==> src/rtl/actmon_pkg.sv <==
package actmon_pkg;
  localparam int unsigned OFF_W = 6;
  localparam logic [OFF_W-1:0] O_CTRL  = 6'h00;
  localparam logic [OFF_W-1:0] O_UPW   = 6'h04;
  localparam logic [OFF_W-1:0] O_LOW   = 6'h08;
  localparam logic [OFF_W-1:0] O_SEED  = 6'h0C;
  localparam logic [OFF_W-1:0] O_AUP   = 6'h10;
  localparam logic [OFF_W-1:0] O_ALO   = 6'h14;
  localparam logic [OFF_W-1:0] O_WGT   = 6'h18;
  localparam logic [OFF_W-1:0] O_AVG   = 6'h20;
  localparam logic [OFF_W-1:0] O_STS   = 6'h24;
  localparam logic [OFF_W-1:0] O_GSTS  = 6'h00;
  localparam logic [OFF_W-1:0] O_GPER  = 6'h04;
  // control bit positions
  localparam int unsigned C_K      = 10;
  localparam int unsigned C_PERIOD = 18;
  localparam int unsigned C_ALO_EN = 20;
  localparam int unsigned C_AUP_EN = 21;
  localparam int unsigned C_NDN    = 23;
  localparam int unsigned C_NUP    = 26;
  localparam int unsigned C_DN_EN  = 29;
  localparam int unsigned C_UP_EN  = 30;
  localparam int unsigned C_RUN    = 31;
  localparam int unsigned FLD_W    = 3;
  // status: four sticky flags mapped to bits 31..28
  localparam int unsigned STS_LSB  = 28;
  localparam int unsigned GIRQ_TOP = 26;
endpackage

==> src/rtl/actmon_timer.sv <==
module actmon_timer #(
  parameter int unsigned PW = 8
) (
  input  logic          clk,
  input  logic          rst_n,
  input  logic          tick,
  input  logic [PW-1:0] period,
  output logic          pend
);
  logic [PW-1:0] tcnt_q, tcnt_d;

  always_comb begin
    pend   = tick && (tcnt_q >= period);
    tcnt_d = tcnt_q;
    if (pend)      tcnt_d = '0;
    else if (tick) tcnt_d = tcnt_q + 1'b1;
  end

  always_ff @(posedge clk or negedge rst_n) begin
    if (!rst_n) tcnt_q <= '0;
    else        tcnt_q <= tcnt_d;
  end

  p_wrap_r1: assert property (@(posedge clk) disable iff (!rst_n)
    pend |=> (tcnt_q == '0));
endmodule

==> src/rtl/actmon_streak.sv <==
module actmon_streak #(
  parameter int unsigned CW = 3
) (
  input  logic          clk,
  input  logic          rst_n,
  input  logic          en,
  input  logic          step,
  input  logic          hit,
  input  logic [CW-1:0] need,
  output logic          fire
);
  logic [CW-1:0] cnt_q, cnt_d;
  logic          full;

  always_comb begin
    full  = (cnt_q >= need);
    fire  = en && step && hit && full;
    cnt_d = cnt_q;
    if (!en)              cnt_d = '0;
    else if (step) begin
      if (!hit || full)   cnt_d = '0;
      else                cnt_d = cnt_q + 1'b1;
    end
  end

  always_ff @(posedge clk or negedge rst_n) begin
    if (!rst_n) cnt_q <= '0;
    else        cnt_q <= cnt_d;
  end

  p_fire_restart_r5: assert property (@(posedge clk) disable iff (!rst_n)
    fire |=> (cnt_q == '0));
endmodule

==> src/rtl/actmon_chan.sv <==
module actmon_chan
  import actmon_pkg::*;
#(
  parameter int unsigned DW = 32
) (
  input  logic             clk,
  input  logic             rst_n,
  input  logic             evt,
  input  logic             pend,
  input  logic             wr,
  input  logic [OFF_W-1:0] off,
  input  logic [DW-1:0]    wdata,
  output logic [DW-1:0]    rd_val,
  output logic             irq
);
  localparam int unsigned NSTS = DW - STS_LSB;

  logic [DW-1:0]   ctrl_q, upw_q, low_q, aup_q, alo_q, wgt_q, avg_q, acc_q;
  logic [DW-1:0]   acc_d, avg_d, avg_nx, acc_sum;
  logic [NSTS-1:0] sts_q, sts_d, sts_set, sts_msk;
  logic [DW:0]     acc_wide;
  logic [FLD_W:0]  sh;
  logic            run, samp, above, below, fire_up, fire_dn, wr_seed, wr_sts;

  assign run     = ctrl_q[C_RUN] && ctrl_q[C_PERIOD];
  assign samp    = pend && run;
  assign sh      = {1'b0, ctrl_q[C_K +: FLD_W]} + 1'b1;
  assign above   = acc_q > upw_q;
  assign below   = acc_q < low_q;
  assign wr_seed = wr && (off == O_SEED);
  assign wr_sts  = wr && (off == O_STS);

  actmon_streak #(.CW(FLD_W)) u_up (
    .clk(clk), .rst_n(rst_n), .en(run && ctrl_q[C_UP_EN]), .step(pend),
    .hit(above), .need(ctrl_q[C_NUP +: FLD_W]), .fire(fire_up));
  actmon_streak #(.CW(FLD_W)) u_dn (
    .clk(clk), .rst_n(rst_n), .en(run && ctrl_q[C_DN_EN]), .step(pend),
    .hit(below), .need(ctrl_q[C_NDN +: FLD_W]), .fire(fire_dn));

  // next-state: accumulator and average
  always_comb begin
    acc_wide = {1'b0, acc_q} + {1'b0, wgt_q};
    acc_sum  = acc_wide[DW] ? '1 : acc_wide[DW-1:0];
    acc_d    = acc_q;
    if (!run)      acc_d = '0;
    else if (samp) acc_d = evt ? wgt_q : '0;
    else if (evt)  acc_d = acc_sum;
    avg_nx = avg_q - (avg_q >> sh) + (acc_q >> sh);
    avg_d  = avg_q;
    if (wr_seed)   avg_d = wdata;
    else if (samp) avg_d = avg_nx;
  end

  // next-state: sticky status
  always_comb begin
    sts_set    = '0;
    sts_set[3] = fire_up;
    sts_set[2] = fire_dn;
    sts_set[1] = samp && ctrl_q[C_AUP_EN] && (avg_nx > aup_q);
    sts_set[0] = samp && ctrl_q[C_ALO_EN] && (avg_nx < alo_q);
    sts_d      = sts_q;
    if (wr_sts) sts_d = sts_q & ~wdata[DW-1:STS_LSB];
    sts_d      = sts_d | sts_set;
    sts_msk    = {ctrl_q[C_UP_EN], ctrl_q[C_DN_EN], ctrl_q[C_AUP_EN], ctrl_q[C_ALO_EN]};
  end

  assign irq = |(sts_q & sts_msk);

  always_ff @(posedge clk or negedge rst_n) begin
    if (!rst_n) begin
      ctrl_q <= '0; upw_q <= '0; low_q <= '0; aup_q <= '0;
      alo_q  <= '0; wgt_q <= '0; avg_q <= '0; acc_q <= '0; sts_q <= '0;
    end else begin
      acc_q <= acc_d;
      avg_q <= avg_d;
      sts_q <= sts_d;
      if (wr && off == O_CTRL) ctrl_q <= wdata;
      if (wr && off == O_UPW)  upw_q  <= wdata;
      if (wr && off == O_LOW)  low_q  <= wdata;
      if (wr && off == O_AUP)  aup_q  <= wdata;
      if (wr && off == O_ALO)  alo_q  <= wdata;
      if (wr && off == O_WGT)  wgt_q  <= wdata;
    end
  end

  always_comb begin
    rd_val = '0;
    case (off)
      O_CTRL:  rd_val = ctrl_q;
      O_UPW:   rd_val = upw_q;
      O_LOW:   rd_val = low_q;
      O_AUP:   rd_val = aup_q;
      O_ALO:   rd_val = alo_q;
      O_WGT:   rd_val = wgt_q;
      O_AVG:   rd_val = avg_q;
      O_STS:   rd_val = {sts_q, {STS_LSB{1'b0}}};
      default: rd_val = '0;
    endcase
  end

  p_idle_hold_r9: assert property (@(posedge clk) disable iff (!rst_n)
    (!run && !wr_seed) |=> $stable(avg_q));
  p_w1c_r7: assert property (@(posedge clk) disable iff (!rst_n)
    (wr_sts && (wdata == '1) && !samp) |=> (sts_q == '0));
  p_up_on_period_r4: assert property (@(posedge clk) disable iff (!rst_n)
    $rose(sts_q[3]) |-> $past(samp));
  p_stop_empty_r2: assert property (@(posedge clk) disable iff (!rst_n)
    !ctrl_q[C_RUN] |=> (acc_q == '0));
endmodule

==> src/rtl/actmon_top.sv <==
module actmon_top
  import actmon_pkg::*;
#(
  parameter int unsigned NCH = 2,
  parameter int unsigned AW  = 8,
  parameter int unsigned DW  = 32,
  parameter int unsigned PW  = 8
) (
  input  logic           clk,
  input  logic           rst_n,
  input  logic           tick,
  input  logic [NCH-1:0] evt,
  input  logic           wr_en,
  input  logic           rd_en,
  input  logic [AW-1:0]  addr,
  input  logic [DW-1:0]  wdata,
  output logic [DW-1:0]  rdata,
  output logic           irq
);
  localparam int unsigned SELW = AW - OFF_W;

  logic                   rs_meta, rs_n;
  logic [PW-1:0]          per_q;
  logic                   pend;
  logic [NCH-1:0]         ch_irq, ch_sel;
  logic [NCH-1:0][DW-1:0] ch_rd;
  logic [DW-1:0]          glob, rd_mux, rdata_q;
  logic [OFF_W-1:0]       off;
  logic [SELW-1:0]        sel;
  logic                   g_sel;

  // reset: asserted asynchronously, released on the clock
  always_ff @(posedge clk or negedge rst_n) begin
    if (!rst_n) begin rs_meta <= 1'b0; rs_n <= 1'b0; end
    else        begin rs_meta <= 1'b1; rs_n <= rs_meta; end
  end

  assign off   = addr[OFF_W-1:0];
  assign sel   = addr[AW-1:OFF_W];
  assign g_sel = (sel == '0);

  always_ff @(posedge clk or negedge rs_n) begin
    if (!rs_n) per_q <= '0;
    else if (wr_en && g_sel && off == O_GPER) per_q <= wdata[PW-1:0];
  end

  actmon_timer #(.PW(PW)) u_tmr (
    .clk(clk), .rst_n(rs_n), .tick(tick), .period(per_q), .pend(pend));

  for (genvar g = 0; g < NCH; g++) begin : g_ch
    assign ch_sel[g] = (sel == SELW'(g + 1));
    actmon_chan #(.DW(DW)) u_ch (
      .clk(clk), .rst_n(rs_n), .evt(evt[g]), .pend(pend),
      .wr(wr_en && ch_sel[g]), .off(off), .wdata(wdata),
      .rd_val(ch_rd[g]), .irq(ch_irq[g]));
  end

  always_comb begin
    glob = '0;
    for (int i = 0; i < NCH; i++) glob[GIRQ_TOP - i] = ch_irq[i];
    rd_mux = '0;
    if (g_sel) begin
      if (off == O_GSTS)      rd_mux = glob;
      else if (off == O_GPER) rd_mux = DW'(per_q);
    end else begin
      for (int i = 0; i < NCH; i++) if (ch_sel[i]) rd_mux = ch_rd[i];
    end
  end

  always_ff @(posedge clk or negedge rs_n) begin
    if (!rs_n)      rdata_q <= '0;
    else if (rd_en) rdata_q <= rd_mux;
  end

  assign rdata = rdata_q;
  assign irq   = |ch_irq;

  p_irq_src_r8: assert property (@(posedge clk) disable iff (!rs_n)
    $rose(irq) |-> $past(pend || wr_en));
endmodule

==> config.mk <==
export PLATFORM = sky130hd
export DESIGN_NAME = actmon_top
export DESIGN_NICKNAME = d
export VERILOG_FILES = /design/src/rtl/actmon_pkg.sv /design/src/rtl/actmon_timer.sv /design/src/rtl/actmon_streak.sv /design/src/rtl/actmon_chan.sv /design/src/rtl/actmon_top.sv
export SDC_FILE = /design/constraint.sdc
export NUM_CORES = 2
export LEC_CHECK = 0
export BUFFER_PORTS_ARGS = -buffer_cell sky130_fd_sc_hd__buf_4
export CORE_MARGIN = 8
export CORE_UTILIZATION = 59
export DETAILED_ROUTE_END_ITERATION = 6
export GPL_ROUTABILITY_DRIVEN = 0
export GPL_TIMING_DRIVEN = 1
export MAX_ROUTING_LAYER = met4
export PLACE_DENSITY = 0.85
export REMOVE_ABC_BUFFERS = 1
export SLEW_MARGIN = 15
export SYNTH_ARGS = -nofsm -noshare
export SYNTH_HDL_FRONTEND = slang
export SYNTH_SLANG_ARGS = --single-unit
==> constraint.sdc <==
create_clock -name clk -period 16.2 [get_ports clk]
set_input_delay 0.81 -clock clk [delete_from_list [all_inputs] [get_ports clk]]
set_output_delay 0.81 -clock clk [all_outputs]
set_load 0.05 [all_outputs]
==> flow_summary_export.csv <==
group,metric,value,unit
cells_and_area,drive_above_1_share,13.30,%
sta,rsz0062_at_grt,"false",
global_routing,grt_pass1_wl,228600,µm
global_routing,antenna_found_initial,4,
cells_and_area,fin_nets,5331,
sta,finalSetupViolCount,0,
power,power_density,108.7,mW/mm²
route,vias,40750,
clocking,cts-root-buf,"clkbuf_16",
floorplanning,rows,101,
critical_path,worst-path-buf-inv,4,
route,drcViolationCount,51,
cells_and_area,area_delta_synth_final,7.816,%
cells_and_area,layout_common_cells,"dfrtp_1, nand2_1, inv_1",
cells_and_area,mostFrequentLayoutCell,"dfrtp_1",
route,antenna_left,0,
cells_and_area,fillers,5746,
sta,fin_skew,20.55,ps
global_routing,overflow,0,
route,firstDrtPassIters,7,
global_routing,track_usage,34.91,%
placed_design,placement.io_buffers,79,
clocking,cts_buffers,58,
sta,whs,359.2,ps
synth,syn_inst,4899,
global_routing,grt_max_degree,145,
sta,relSlewSlack,20.51,%
clocking,cts_buffer_depth,3,
synth,syn_area,0.04461,mm²
floorplanning,dieWidth,291.0,µm
clocking,clk_pin_slew,60,ps
hold_path,worstHoldPathType,"reg -> reg",
synth,synth.distinct_cells,87,
synth,ys_warn_count,0,
critical_path,path_class,"reg -> reg",
floorplanning,core,0.07544,mm²
sta,layout_setup_ws,8815,ps
floorplanning,die-area,0.08467,mm²
critical_path,path_delay_family,"compound AO/OA/AOI/OAI gates",
clocking,clk_latency,640,ps
clocking,cts_tree,"done",
synth,postSynthAreaPerCell,9.107,µm²
sta,drv_slew,0,
clocking,htreeDepth,2,
critical_path,worstPathRequired,16720,ps
critical_path,end_kind,"flip-flop",
power,leakage,22.86,nW
critical_path,critPathLaunchType,"flip-flop",
synth,ys_ff_latch,582,
outcome,violations,"DRC",
sta,timing.final.crit_share,45.59,%
run,maxCapViolations,0,
synth,async_reset_ff_share,100.0,%
critical_path,cpMaxStageDelayCell,"o41ai_1",
placed_design,pre_cts_ws,9013,ps
floorplanning,start_util,59.14,%
global_routing,grt_pass1_vias,39740,
clocking,clock-sinks,582,
sta,worst_slew_pin_slew,1192,ps
placed_design,dp_hpwl,105600,µm
sta,fin_setup_tns,0,ps
floorplanning,die_h,291.0,µm
critical_path,cp_max_fo,50,
critical_path,critPathArrivalTime,7910,ps
route,wl_per_cell,25.44,µm
power,ir_drop,0.00009663,V
route,via_per_inst,6.969,
sta,post-route-min-period,7385,ps
floorplanning,io_pins,80,
outcome,status,"complete, but fails checks",
synth,synth_edf_count,0,
route,drt-initial-drc-count,6176,
critical_path,cp_common_cell,"ha_1",
route,wirelength,148700,µm
critical_path,cpPeakStageDelay,650,ps
synth,seq_area_frac_synth,32.64,%
sta,hold_viol_final,0,
clocking,cts_resized,0,
synth,synthFlopType,"dfrtp_1",
sta,fmax,135.4,MHz
-- power by group --
group	internal [mW]	total [mW]	switching, mW
clock network	0.923	1.55	0.631
logic	0.725	2.04	1.32
registers	1.53	1.63	0.0986
total	3.18	5.23	2.05
-- final timing paths --
kind,start,end,slack [ps],cells after the start
worst min-delay path,rs_meta,rs_n,360,0
worst max register to register,g_ch[1].u_ch.ctrl_q[10],g_ch[1].u_ch.sts_q[1],8820,25
worst max-delay path,g_ch[1].u_ch.ctrl_q[10],g_ch[1].u_ch.sts_q[1],8820,25
min in group asynchronous,rst_n,rs_n,470,2
max in group asynchronous,rs_n,g_ch[1].u_ch.aup_q[7],12650,3
worst min register to register,rs_meta,rs_n,360,0
-- Yosys cell counts, types with 15 or more instances --
| library cell | count | area [µm²] |
|---|---|---|
| a211oi_1 | 32 | 240.2 |
| a21o_1 | 133 | 998.5 |
| a21oi_1 | 285 | 1426 |
| a221oi_1 | 19 | 166.4 |
| a222oi_1 | 60 | 600.6 |
| a22oi_1 | 109 | 818.3 |
| a31oi_1 | 121 | 757.0 |
| and2_1 | 16 | 100.1 |
| and3_1 | 30 | 187.7 |
| buf_1 | 47 | 176.4 |
| buf_2 | 17 | 85.08 |
| clkbuf_1 | 215 | 807.0 |
| dfrtp_1 | 582 | 14560 |
| fa_1 | 64 | 1281 |
| ha_1 | 405 | 5067 |
| inv_1 | 494 | 1854 |
| mux2_2 | 282 | 3176 |
| mux2i_1 | 108 | 1081 |
| mux4_2 | 65 | 1464 |
| nand2_1 | 551 | 2068 |
| nand2b_1 | 42 | 262.8 |
| nand3_1 | 51 | 255.2 |
| nand4_1 | 62 | 387.9 |
| nor2_1 | 245 | 919.6 |
| nor2b_1 | 46 | 287.8 |
| nor3_1 | 40 | 200.2 |
| o211ai_1 | 29 | 217.7 |
| o21a_1 | 38 | 285.3 |
| o21ai_0 | 335 | 1677 |
| o21bai_1 | 20 | 150.1 |
| o221ai_1 | 48 | 420.4 |
| or3_1 | 15 | 93.84 |
| xnor2_1 | 73 | 639.4 |
| xor2_1 | 40 | 350.3 |
-- kinds of logic (layout without fill, tap and decap cells) --
kind of cell / after synthesis / after routing / share of synthesized area, %
mux: 455 / 455 / 12.82
flops: 582 / 582 / 32.64
other cells: 1 / 5 / 0.008405
xor+xnor: 113 / 113 / 2.218
compound gates: 1353 / 1353 / 19.90
simple gates: 1150 / 1150 / 11.59
fa+ha+maj: 469 / 469 / 14.23
buf+inv: 776 / 742 / 6.579
-- repair_timing --
action	CTS	global route
hold buffers	1	0
endpoints found under the hold margin	2	0
buffers inserted	0	0
-- layout make-up --
type / instances / area (µm²) / share of cell area (%)
Inverter: 496 / 1862 / 3.871
Sequential cell: 582 / 14580 / 30.30
Tap cell: 978 / 1224 / 2.544
Timing Repair Buffer: 136 / 1036 / 2.154
Clock inverter: 34 / 494.2 / 1.027
Clock buffer: 76 / 1683 / 3.499
Multi-Input combinational cell: 3541 / 27220 / 56.58
Antenna cell: 4 / 10.01 / 0.02081
-- layer usage --
layer	global-route usage, %	vias to the layer above	part of all wire [%]
li1	-	17470	-
met1	43.75	19270	36
met2	49.73	3202	42
met3	9.713	808	14
met4	22.00	0	8.0
met5	-	-	0
-- flip-flops by register name, summed over array words and instances (netlist names) --
signal and count:
g_ch.u_ch.acc_q 64, g_ch.u_ch.alo_q 64, g_ch.u_ch.aup_q 64, g_ch.u_ch.avg_q 64, g_ch.u_ch.ctrl_q 64, g_ch.u_ch.low_q 64, g_ch.u_ch.upw_q 64, g_ch.u_ch.wgt_q 64
rdata 32, g_ch.u_ch.sts_q 8, per_q 8, u_tmr.tcnt_q 8, g_ch.u_ch.u_dn.cnt_q 6, g_ch.u_ch.u_up.cnt_q 6, rs_meta 1, rs_n 1
-- worst register-to-register path, stage by stage, from the launching register on --
cell and delay [ps]:
dfrtp_2 360, buf_4 540, inv_1 120, buf_4 320, nor2_1 170, a21oi_1 70
mux2_2 310, ha_1 270, inv_1 40, ha_1 220, fa_1 490, a211oi_1 310
nor2_1 130, o31ai_1 520, a21oi_1 260, o41ai_1 650, o21ai_0 230, xor2_1 560
ha_1 270, nand2_1 60, nor3_1 330, nand3_1 150, nor3_1 270, nand2_1 110
o311a_1 360, o32a_1 170
-- through the flow --
| stage | util, % | std cells | power [mW] | area, µm² |
|---|---|---|---|---|
| final | 63.76 | 5847 | 5.229 | 48100 |
| after global routing | 63.76 | 5847 | 5.431 | 48100 |
| after CTS | 63.73 | 5843 | 5.145 | 48080 |
| after detailed placement | 60.84 | 5732 | 3.587 | 45900 |
| after global placement | 60.84 | 5732 | 3.512 | 45900 |
| after floorplan | - | 4619 | 2.930 | 43540 |
(Power assumes the default switching activity.)
